$ cat src/rtl/ide_seq_pkg.sv
package ide_seq_pkg;
    typedef enum logic [1:0] {
        S_IDLE = 2'd0,
        S_EVAL = 2'd1,
        S_WAIT = 2'd2
    } seq_state_e;

    localparam logic [1:0] OP_READ  = 2'd0;
    localparam logic [1:0] OP_BAD   = 2'd3;

    localparam logic [7:0] ST_BUSY  = 8'h80;
    localparam logic [7:0] ST_DONE  = 8'h50;
    localparam logic [7:0] ST_FAULT = 8'h51;

    localparam int DISK_SHIFT = 9;
    localparam int PKT_SHIFT  = 11;
endpackage

$ cat src/rtl/ide_seq_tally.sv
module ide_seq_tally #(
    parameter int CNT_W = 26
) (
    input  logic                    clk,
    input  logic                    rst_n,
    input  logic                    load,
    input  logic [CNT_W-1:0]        load_bytes,
    input  logic                    consume,
    input  logic [CNT_W-1:0]        amt,
    output logic [CNT_W:0]          index,
    output logic                    exhausted,
    output logic [CNT_W-1:0]        clip_len
);
    logic signed [CNT_W:0] remain_q;
    logic        [CNT_W:0] index_q;

    always_ff @(posedge clk) begin
        if (!rst_n) begin
            remain_q <= '0;
            index_q  <= '0;
        end else if (load) begin
            remain_q <= $signed({1'b0, load_bytes});
            index_q  <= '0;
        end else if (consume) begin
            remain_q <= remain_q - $signed({1'b0, amt});
            index_q  <= index_q + {1'b0, amt};
        end
    end

    always_comb begin
        index     = index_q;
        exhausted = (remain_q <= 0);
        clip_len  = ($signed({1'b0, amt}) < remain_q) ? amt : remain_q[CNT_W-1:0];
    end
endmodule

$ cat src/rtl/ide_seq_offset.sv
module ide_seq_offset
    import ide_seq_pkg::*;
#(
    parameter int LBA_W = 32,
    parameter int CNT_W = 26,
    parameter int OFF_W = LBA_W + PKT_SHIFT + 1
) (
    input  logic              packet,
    input  logic [LBA_W-1:0]  sector,
    input  logic [LBA_W-1:0]  lba,
    input  logic [CNT_W:0]    index,
    output logic [OFF_W-1:0]  offset
);
    logic [OFF_W-1:0] base;

    always_comb begin
        if (packet) base = OFF_W'(lba) << PKT_SHIFT;
        else        base = OFF_W'(sector) << DISK_SHIFT;
        offset = base + OFF_W'(index);
    end
endmodule

$ cat src/rtl/ide_dma_sequencer.sv
module ide_dma_sequencer
    import ide_seq_pkg::*;
#(
    parameter int ADDR_W = 32,
    parameter int CNT_W  = 26,
    parameter int SEC_W  = 16,
    parameter int LBA_W  = 32
) (
    input  logic                        clk,
    input  logic                        rst_n,
    input  logic                        cmd_start,
    input  logic                        cmd_packet,
    input  logic [1:0]                  cmd_kind,
    input  logic [SEC_W-1:0]            cmd_count,
    input  logic [CNT_W-1:0]            cmd_pkt_bytes,
    input  logic [LBA_W-1:0]            cmd_sector,
    input  logic [LBA_W-1:0]            cmd_lba,
    output logic                        dma_kick,
    output logic                        active,
    input  logic                        seg_valid,
    input  logic [ADDR_W-1:0]           seg_addr,
    input  logic [CNT_W-1:0]            seg_len,
    output logic                        seg_skip,
    output logic                        seg_release,
    output logic                        st_req,
    output logic [1:0]                  st_op,
    output logic [LBA_W+PKT_SHIFT:0]    st_offset,
    output logic [ADDR_W-1:0]           st_addr,
    output logic [CNT_W-1:0]            st_len,
    input  logic                        st_resp,
    input  logic                        st_err,
    output logic                        copy_req,
    output logic [ADDR_W-1:0]           copy_addr,
    output logic [CNT_W-1:0]            copy_len,
    output logic                        pkt_ok,
    output logic                        cmd_err,
    output logic [7:0]                  dev_status,
    output logic                        dev_irq,
    input  logic                        flush_req,
    output logic                        flush_done
);
    localparam int OFF_W = LBA_W + PKT_SHIFT + 1;

    seq_state_e state_q, state_d;

    logic               pkt_q;
    logic [1:0]         kind_q;
    logic [LBA_W-1:0]   sector_q, lba_q;
    logic [ADDR_W-1:0]  addr_q;
    logic [CNT_W-1:0]   len_q;
    logic               flush_pend_q;

    logic [CNT_W:0]     index;
    logic               exhausted;
    logic [CNT_W-1:0]   clip_len;
    logic [OFF_W-1:0]   offset;

    logic start_now, take_seg, skip_seg;
    logic ev_finish, ev_empty, ev_nonblock, ev_bad, issue_now;
    logic flush_pend, req_busy;
    logic [CNT_W-1:0] load_bytes;

    always_comb begin
        start_now   = (state_q == S_IDLE) && cmd_start;
        take_seg    = (state_q == S_IDLE) && seg_valid && active;
        skip_seg    = (state_q == S_IDLE) && seg_valid && !active;
        ev_finish   = exhausted;
        ev_empty    = (len_q == '0);
        ev_nonblock = pkt_q && (&lba_q);
        ev_bad      = !pkt_q && (kind_q == OP_BAD);
        issue_now   = (state_q == S_EVAL) && !ev_finish && !ev_empty
                      && !ev_nonblock && !ev_bad;
        load_bytes  = cmd_packet ? cmd_pkt_bytes
                                 : (CNT_W'(cmd_count) << DISK_SHIFT);
        flush_pend  = flush_pend_q || flush_req;
        req_busy    = (state_q == S_WAIT) || issue_now;
    end

    ide_seq_tally #(.CNT_W(CNT_W)) u_tally (
        .clk        (clk),
        .rst_n      (rst_n),
        .load       (start_now),
        .load_bytes (load_bytes),
        .consume    (issue_now),
        .amt        (len_q),
        .index      (index),
        .exhausted  (exhausted),
        .clip_len   (clip_len)
    );

    ide_seq_offset #(.LBA_W(LBA_W), .CNT_W(CNT_W), .OFF_W(OFF_W)) u_offset (
        .packet (pkt_q),
        .sector (sector_q),
        .lba    (lba_q),
        .index  (index),
        .offset (offset)
    );

    // next-state decision
    always_comb begin
        state_d = state_q;
        unique case (state_q)
            S_IDLE: if (take_seg) state_d = S_EVAL;
            S_EVAL: state_d = issue_now ? S_WAIT : S_IDLE;
            S_WAIT: if (st_resp) state_d = st_err ? S_IDLE : S_EVAL;
            default: state_d = S_IDLE;
        endcase
    end

    always_ff @(posedge clk) begin
        if (!rst_n) state_q <= S_IDLE;
        else        state_q <= state_d;
    end

    // registered outputs and datapath latches
    always_ff @(posedge clk) begin
        if (!rst_n) begin
            active       <= 1'b0;
            dma_kick     <= 1'b0;
            seg_skip     <= 1'b0;
            seg_release  <= 1'b0;
            st_req       <= 1'b0;
            st_op        <= OP_READ;
            st_offset    <= '0;
            st_addr      <= '0;
            st_len       <= '0;
            copy_req     <= 1'b0;
            copy_addr    <= '0;
            copy_len     <= '0;
            pkt_ok       <= 1'b0;
            cmd_err      <= 1'b0;
            dev_status   <= 8'h00;
            dev_irq      <= 1'b0;
            flush_done   <= 1'b0;
            flush_pend_q <= 1'b0;
            pkt_q        <= 1'b0;
            kind_q       <= OP_READ;
            sector_q     <= '0;
            lba_q        <= '0;
            addr_q       <= '0;
            len_q        <= '0;
        end else begin
            dma_kick    <= 1'b0;
            seg_skip    <= 1'b0;
            seg_release <= 1'b0;
            st_req      <= 1'b0;
            copy_req    <= 1'b0;
            pkt_ok      <= 1'b0;
            cmd_err     <= 1'b0;
            dev_irq     <= 1'b0;
            flush_done  <= 1'b0;

            if (start_now) begin
                active   <= 1'b1;
                dma_kick <= 1'b1;
                pkt_q    <= cmd_packet;
                kind_q   <= cmd_kind;
                sector_q <= cmd_sector;
                lba_q    <= cmd_lba;
                if (!cmd_packet) dev_status <= ST_BUSY;
            end
            if (skip_seg) seg_skip <= 1'b1;
            if (take_seg) begin
                addr_q <= seg_addr;
                len_q  <= seg_len;
            end

            unique case (state_q)
                S_EVAL: begin
                    if (ev_finish) begin
                        active      <= 1'b0;
                        seg_release <= 1'b1;
                        if (pkt_q) pkt_ok <= 1'b1;
                        else begin
                            dev_status <= ST_DONE;
                            dev_irq    <= 1'b1;
                        end
                    end else if (ev_empty) begin
                        seg_release <= 1'b1;
                    end else if (ev_nonblock) begin
                        copy_req    <= 1'b1;
                        copy_addr   <= addr_q;
                        copy_len    <= clip_len;
                        len_q       <= '0;
                        pkt_ok      <= 1'b1;
                        active      <= 1'b0;
                        seg_release <= 1'b1;
                    end else if (ev_bad) begin
                        cmd_err     <= 1'b1;
                        active      <= 1'b0;
                        seg_release <= 1'b1;
                        dev_status  <= ST_FAULT;
                    end else begin
                        st_req    <= 1'b1;
                        st_op     <= pkt_q ? OP_READ : kind_q;
                        st_offset <= offset;
                        st_addr   <= addr_q;
                        st_len    <= len_q;
                        len_q     <= '0;
                    end
                end
                S_WAIT: begin
                    if (st_resp && st_err) begin
                        cmd_err     <= 1'b1;
                        active      <= 1'b0;
                        seg_release <= 1'b1;
                        if (!pkt_q) dev_status <= ST_FAULT;
                    end
                end
                default: ;
            endcase

            if (flush_pend && !req_busy) begin
                flush_done   <= 1'b1;
                flush_pend_q <= 1'b0;
            end else begin
                flush_pend_q <= flush_pend;
            end
        end
    end

    // outstanding-request tracker used by the assertions
    logic outst_q;
    always_ff @(posedge clk) begin
        if (!rst_n)       outst_q <= 1'b0;
        else if (st_req)  outst_q <= 1'b1;
        else if (st_resp) outst_q <= 1'b0;
    end


    kick_arms_chk: assert property (@(posedge clk) disable iff (!rst_n)
        dma_kick |-> active);

    skip_only_idle_chk: assert property (@(posedge clk) disable iff (!rst_n)
        seg_skip |-> !$past(active) && !st_req);

    seg_outcome_onehot_chk: assert property (@(posedge clk) disable iff (!rst_n)
        $onehot0({seg_skip, seg_release, st_req}));

    op_legal_chk: assert property (@(posedge clk) disable iff (!rst_n)
        st_req |-> st_op != OP_BAD);

    disk_done_chk: assert property (@(posedge clk) disable iff (!rst_n)
        dev_irq |-> dev_status == ST_DONE && !active && seg_release);

    nonblock_chk: assert property (@(posedge clk) disable iff (!rst_n)
        copy_req |-> pkt_ok && !active && !st_req);

    err_disarm_chk: assert property (@(posedge clk) disable iff (!rst_n)
        cmd_err |-> !active && seg_release);

    single_request_chk: assert property (@(posedge clk) disable iff (!rst_n)
        st_req |-> !outst_q);

    flush_quiet_chk: assert property (@(posedge clk) disable iff (!rst_n)
        flush_done |-> !outst_q && !st_req);
endmodule

$ cat config.mk
export PLATFORM = sky130hd
export DESIGN_NAME = ide_dma_sequencer
export DESIGN_NICKNAME = d
export VERILOG_FILES = /design/src/rtl/ide_seq_pkg.sv /design/src/rtl/ide_seq_tally.sv /design/src/rtl/ide_seq_offset.sv /design/src/rtl/ide_dma_sequencer.sv
export SDC_FILE = /design/constraint.sdc
export NUM_CORES = 1
export LEC_CHECK = 0
export BUFFER_PORTS_ARGS = -buffer_cell sky130_fd_sc_hd__buf_2
export CORE_ASPECT_RATIO = 0.9
export CORE_MARGIN = 4
export CORE_UTILIZATION = 40
export DETAILED_ROUTE_END_ITERATION = 12
export REMOVE_ABC_BUFFERS = 1
export SLEW_MARGIN = 25
export SYNTH_ARGS = -nofsm -noshare
export SYNTH_HDL_FRONTEND = slang
export SYNTH_SLANG_ARGS = --single-unit
$ cat constraint.sdc
create_clock -name clk -period 5.62 [get_ports clk]
set_clock_uncertainty 0.15 [all_clocks]
set_input_delay 0.562 -clock clk [delete_from_list [all_inputs] [get_ports clk]]
set_output_delay 0.562 -clock clk [all_outputs]
set_load 0.01 [all_outputs]
==> key figures <==
Global routing
  – First-pass GRT wire length: 92.65 mm
  – Largest net degree at the start of global routing: 123
  – Grt peak-use layer: met2
  – GR Layer Usage met2: 37.76%
  – GRT overflow: 0
  – Number of global-route vias before repair: 16.47k
  – Gr usage total: 23.77%
  – GR Layer Usage met3: 4.844%
  – Antenna violations before repair: 3
  – Grt met1 use: 32.75%

Worst setup path
  – Crit-path max FO: 36
  – R2R setup slack: 1.71 ns
  – CP bufs+invs: 1
  – CP endpoint kind: register
  – Crit-path cells: buf_4 -> mux2_2 -> ha_1 -> or2_2 -> and2_1 -> o22ai_1 -> o21ai_1 -> a21oi_1 -> nand2b_1 -> o211ai_1 -> o311ai_0
  – Crit path from: pkt_q$_SDFFE_PN0P_
  – CP peak stage delay: 0.55 ns
  – Reg-to-reg endpoint: st_offset[36]$_SDFFE_PN0P_
  – Worst setup path endpoint: st_offset[36]$_SDFFE_PN0P_
  – CP arrival: 4.22 ns
  – R2R Path Start: pkt_q$_SDFFE_PN0P_
  – Setup Crit Path Kind: reg2reg
  – Slowest stage cell, crit path: dfxtp_2
  – WP data required: 5.92 ns
  – Top cell family by delay on the critical path: compound AO/OA/AOI/OAI gates
  – Startpoint class of the critical path: register
  – Path length in cells of the critical path: 11
  – Worst Reg-to-Reg Cells: 11

Min path
  – Hold Crit Class: in2reg
  – Critical hold path startpoint: seg_len[10]

CTS
  – Clock Path Buffers: 3
  – Hold-fix buffers, CTS: 0
  – Total setup buffers inserted after CTS: 0
  – Clock-pin slew on the worst setup and hold paths: 0.07 ns
  – Cts bufs inserted: 42
  – CTS resizes: 0
  – Clock Latency Late Sink: 0.58 ns
  – CTS Sinks: 362
  – Root Driver: clkbuf_16
  – # H-tree levels: 2
  – CTS tree: built

Timing
  – Worst slew margin: 31.98%
  – Fin Hold WS: 0.06565 ns
  – Period minus WS final: 3.910 ns
  – RSZ-0062 raised after global routing: no
  – Measured slew at the worst slew-check pin: 1.020 ns
  – Period utilisation layout: 69.58%
  – Final hold vios: 0
  – Max-slew violation count: 0
  – Setup Viol. Count Final: 0
  – Max Freq: 255.7 MHz

Status
  – Outcome: finished, final reports clean

Floorplan
  – Initial Utilization: 40.80%
  – Die area: 47530 um2
  – Die X: 229.4 um
  – Row count: 72
  – Die Height: 207.2 um
  – Core Box Area: 43240 um2
  – Ports: 354

Yosys
  – Syn Area/Cell: 7.848 um2
  – EDFF count, synth: 0
  – Ys flop type: dfxtp_1
  – Unique masters post-synth: 82
  – Asr flop ratio synth: 0%
  – Synth Instances: 2248
  – Synth Cell Area: 17640 um2
  – Sequential area share after synthesis: 41.08%
  – Yosys reg bits: 362
  – Yosys warns: 0

Routing
  – WL/cell: 18.90 um
  – WL final: 58.90 mm
  – Drt pass-1 iters: 6
  – DRT iter0 DRCs: 1144
  – DR vias: 17.02k
  – Vias per std cell: 5.461
  – # DRC: 0
  – Post-route ant nets: 0

Power and ir drop
  – Sw power: 3.315 mW
  – Clock network power share: 30.7%
  – Sequential Power Share: 34.7%
  – Maximum vdd drop: 0.2380 mV
  – Combinational fraction of design power: 34.5%
  – Pleak: 8.952 nW
  – Pint: 5.431 mW
  – Power Dens Cells: 414.9 nW/um2
  – Sw Ratio: 37.90%

Layout
  – # fillers: 4328
  – Register area: 7248 um2
  – Footprint of the multi-input gates: 9635 um2
  – Design area: 21080 um2
  – Layout cell share with drive strength beyond 1: 19.62%
  – Nets@finish: 2776
  – Area grow syn2layout: 19.51%

Place
  – Routability-driven placement congestion ratio: 0.8987
  – Hpwl dp: 41.52 mm
  – IO buf count: 353
  – DP Area: 19720 um2

Job
  – Max_cap viols: 0
-- per-stage QoR --
| stage | utilization, % | setup slack, ns | total power, mW | setup TNS [ns] | std cells |
|---|---|---|---|---|---|
| 2_1_floorplan | - | -2.128 | 5.132 | -196.94 | 2106 |
| 5_1_grt | 48.76 | 1.437 | 9.270 | 0 | 3116 |
| 3_3_place_gp | 45.61 | 1.840 | 6.065 | 0 | 3036 |
| 4_1_cts | 48.74 | 1.704 | 8.814 | 0 | 3113 |
| 6_report | 48.76 | 1.710 | 8.747 | 0 | 3116 |
| 3_5_place_dp | 45.61 | 1.743 | 6.095 | 0 | 3036 |
-- power by group through the flow --
stage               Sequential [mW]  Combinational, mW  Clock, mW
finish                         3.04               3.02       2.69
global route                   3.07               3.34       2.86
CTS                            3.04               3.02       2.75
detailed placement             3.09               3.00          0
global placement               3.08               2.98          0
floorplan                      3.04               2.10          0
-- synth_stat cells, drive strengths merged, types with 23 or more instances --
master / count / area [um2]
nand2: 586 / 2200
a21oi: 371 / 1864
dfxtp: 362 / 7247
clkbuf: 97 / 364.1
o21ai: 86 / 430.4
nor2: 78 / 295.3
ha: 74 / 925.9
inv: 51 / 191.4
mux2i: 51 / 510.5
nand3: 49 / 245.2
buf: 45 / 241.5
a21o: 39 / 292.8
a211oi: 25 / 187.7
mux2: 24 / 270.3
nor3: 24 / 120.1
xor2: 24 / 210.2
xnor2: 23 / 201.4
-- placed cells by master, fill, tap and decap left out, types with 16 or more instances in the layout --
cell         n
mux2i_1     51
a21oi_1    369
nand3_1     48
buf_4       21
ha_1        74
xnor2_1     23
o21ai_0     81
a21o_1      39
a211oi_1    25
nor3_1      24
clkbuf_16   43
dfxtp_1    361
nor2_1      75
nand2_1    585
buf_2      353
nor4_1      16
xor2_1      24
a31oi_1     17
inv_1       50
mux2_2      24
nand4_1     22
-- registers in the layout, summed over array words and instances, names as in the netlist, 27 cells and up --
signal / flops
lba_q: 32
st_addr: 32
u_tally.index: 27
u_tally.remain_q: 27
addr_q: 32
sector_q: 32
st_offset: 44
copy_addr: 32
-- cell families (layout without fill, tap and decap cells) --
logic type / Yosys count / count (layout) / share of synthesized area, %
buffers and inverters: 193 / 503 / 4.518
and+or+nand+nor: 863 / 863 / 20.94
AOI/OAI and AO/OA: 631 / 631 / 21.12
DFF: 362 / 362 / 41.08
muxes: 75 / 75 / 4.426
other: 0 / 3 / 0
xor gates and xnor gates: 47 / 47 / 2.333
adders and majority gates: 77 / 77 / 5.589
-- per-layer routing --
| layer | vias up | share of wire (%) | wire [um] |
|---|---|---|---|
| met5 | - | 0 | 0 |
| met4 | 0 | 2.7 | 1574 |
| met3 | 84 | 5.9 | 3469 |
| met2 | 458 | 45 | 26680 |
| met1 | 8095 | 46 | 27170 |
| li1 | 8379 | - | - |
-- final cells by class --
cell class | count | share of cell area, %
well taps | 555 | 3.294
clock buffers | 60 | 5.881
flip-flops and latches | 362 | 34.38
repair buffers | 375 | 9.222
multi-input cells | 1693 | 45.70
inverters | 51 | 0.9436
clock inverters | 17 | 0.5460
diodes | 3 | 0.03561
-- worst reg2reg max path, cell delays in order (launching register included) --
cell and delay [ns]:
dfxtp_2 0.55, buf_4 0.48, mux2_2 0.40, ha_1 0.33
or2_2 0.34, and2_1 0.18, o22ai_1 0.25, o21ai_1 0.23
a21oi_1 0.46, nand2b_1 0.24, o211ai_1 0.09, o311ai_0 0.10
-- how the worst min path moves through the flow --
| stage | end | slack [ns] | cells after the start |
|---|---|---|---|
| floorplan | sector_q[0]$_SDFFE_PN0P_ | 0.28 | 2 |
| global placement | copy_addr[19]$_SDFFE_PN0P_ | 0.29 | 2 |
| detailed placement | st_op[0]$_SDFFE_PN0P_ | 0.29 | 2 |
| CTS | len_q[10]$_SDFF_PN0_ | 0.04 | 3 |
| global route | addr_q[28]$_SDFFE_PN0P_ | 0.06 | 3 |
| finish | len_q[10]$_SDFF_PN0_ | 0.07 | 3 |
Note: power is estimated with default switching activity, not from simulation.
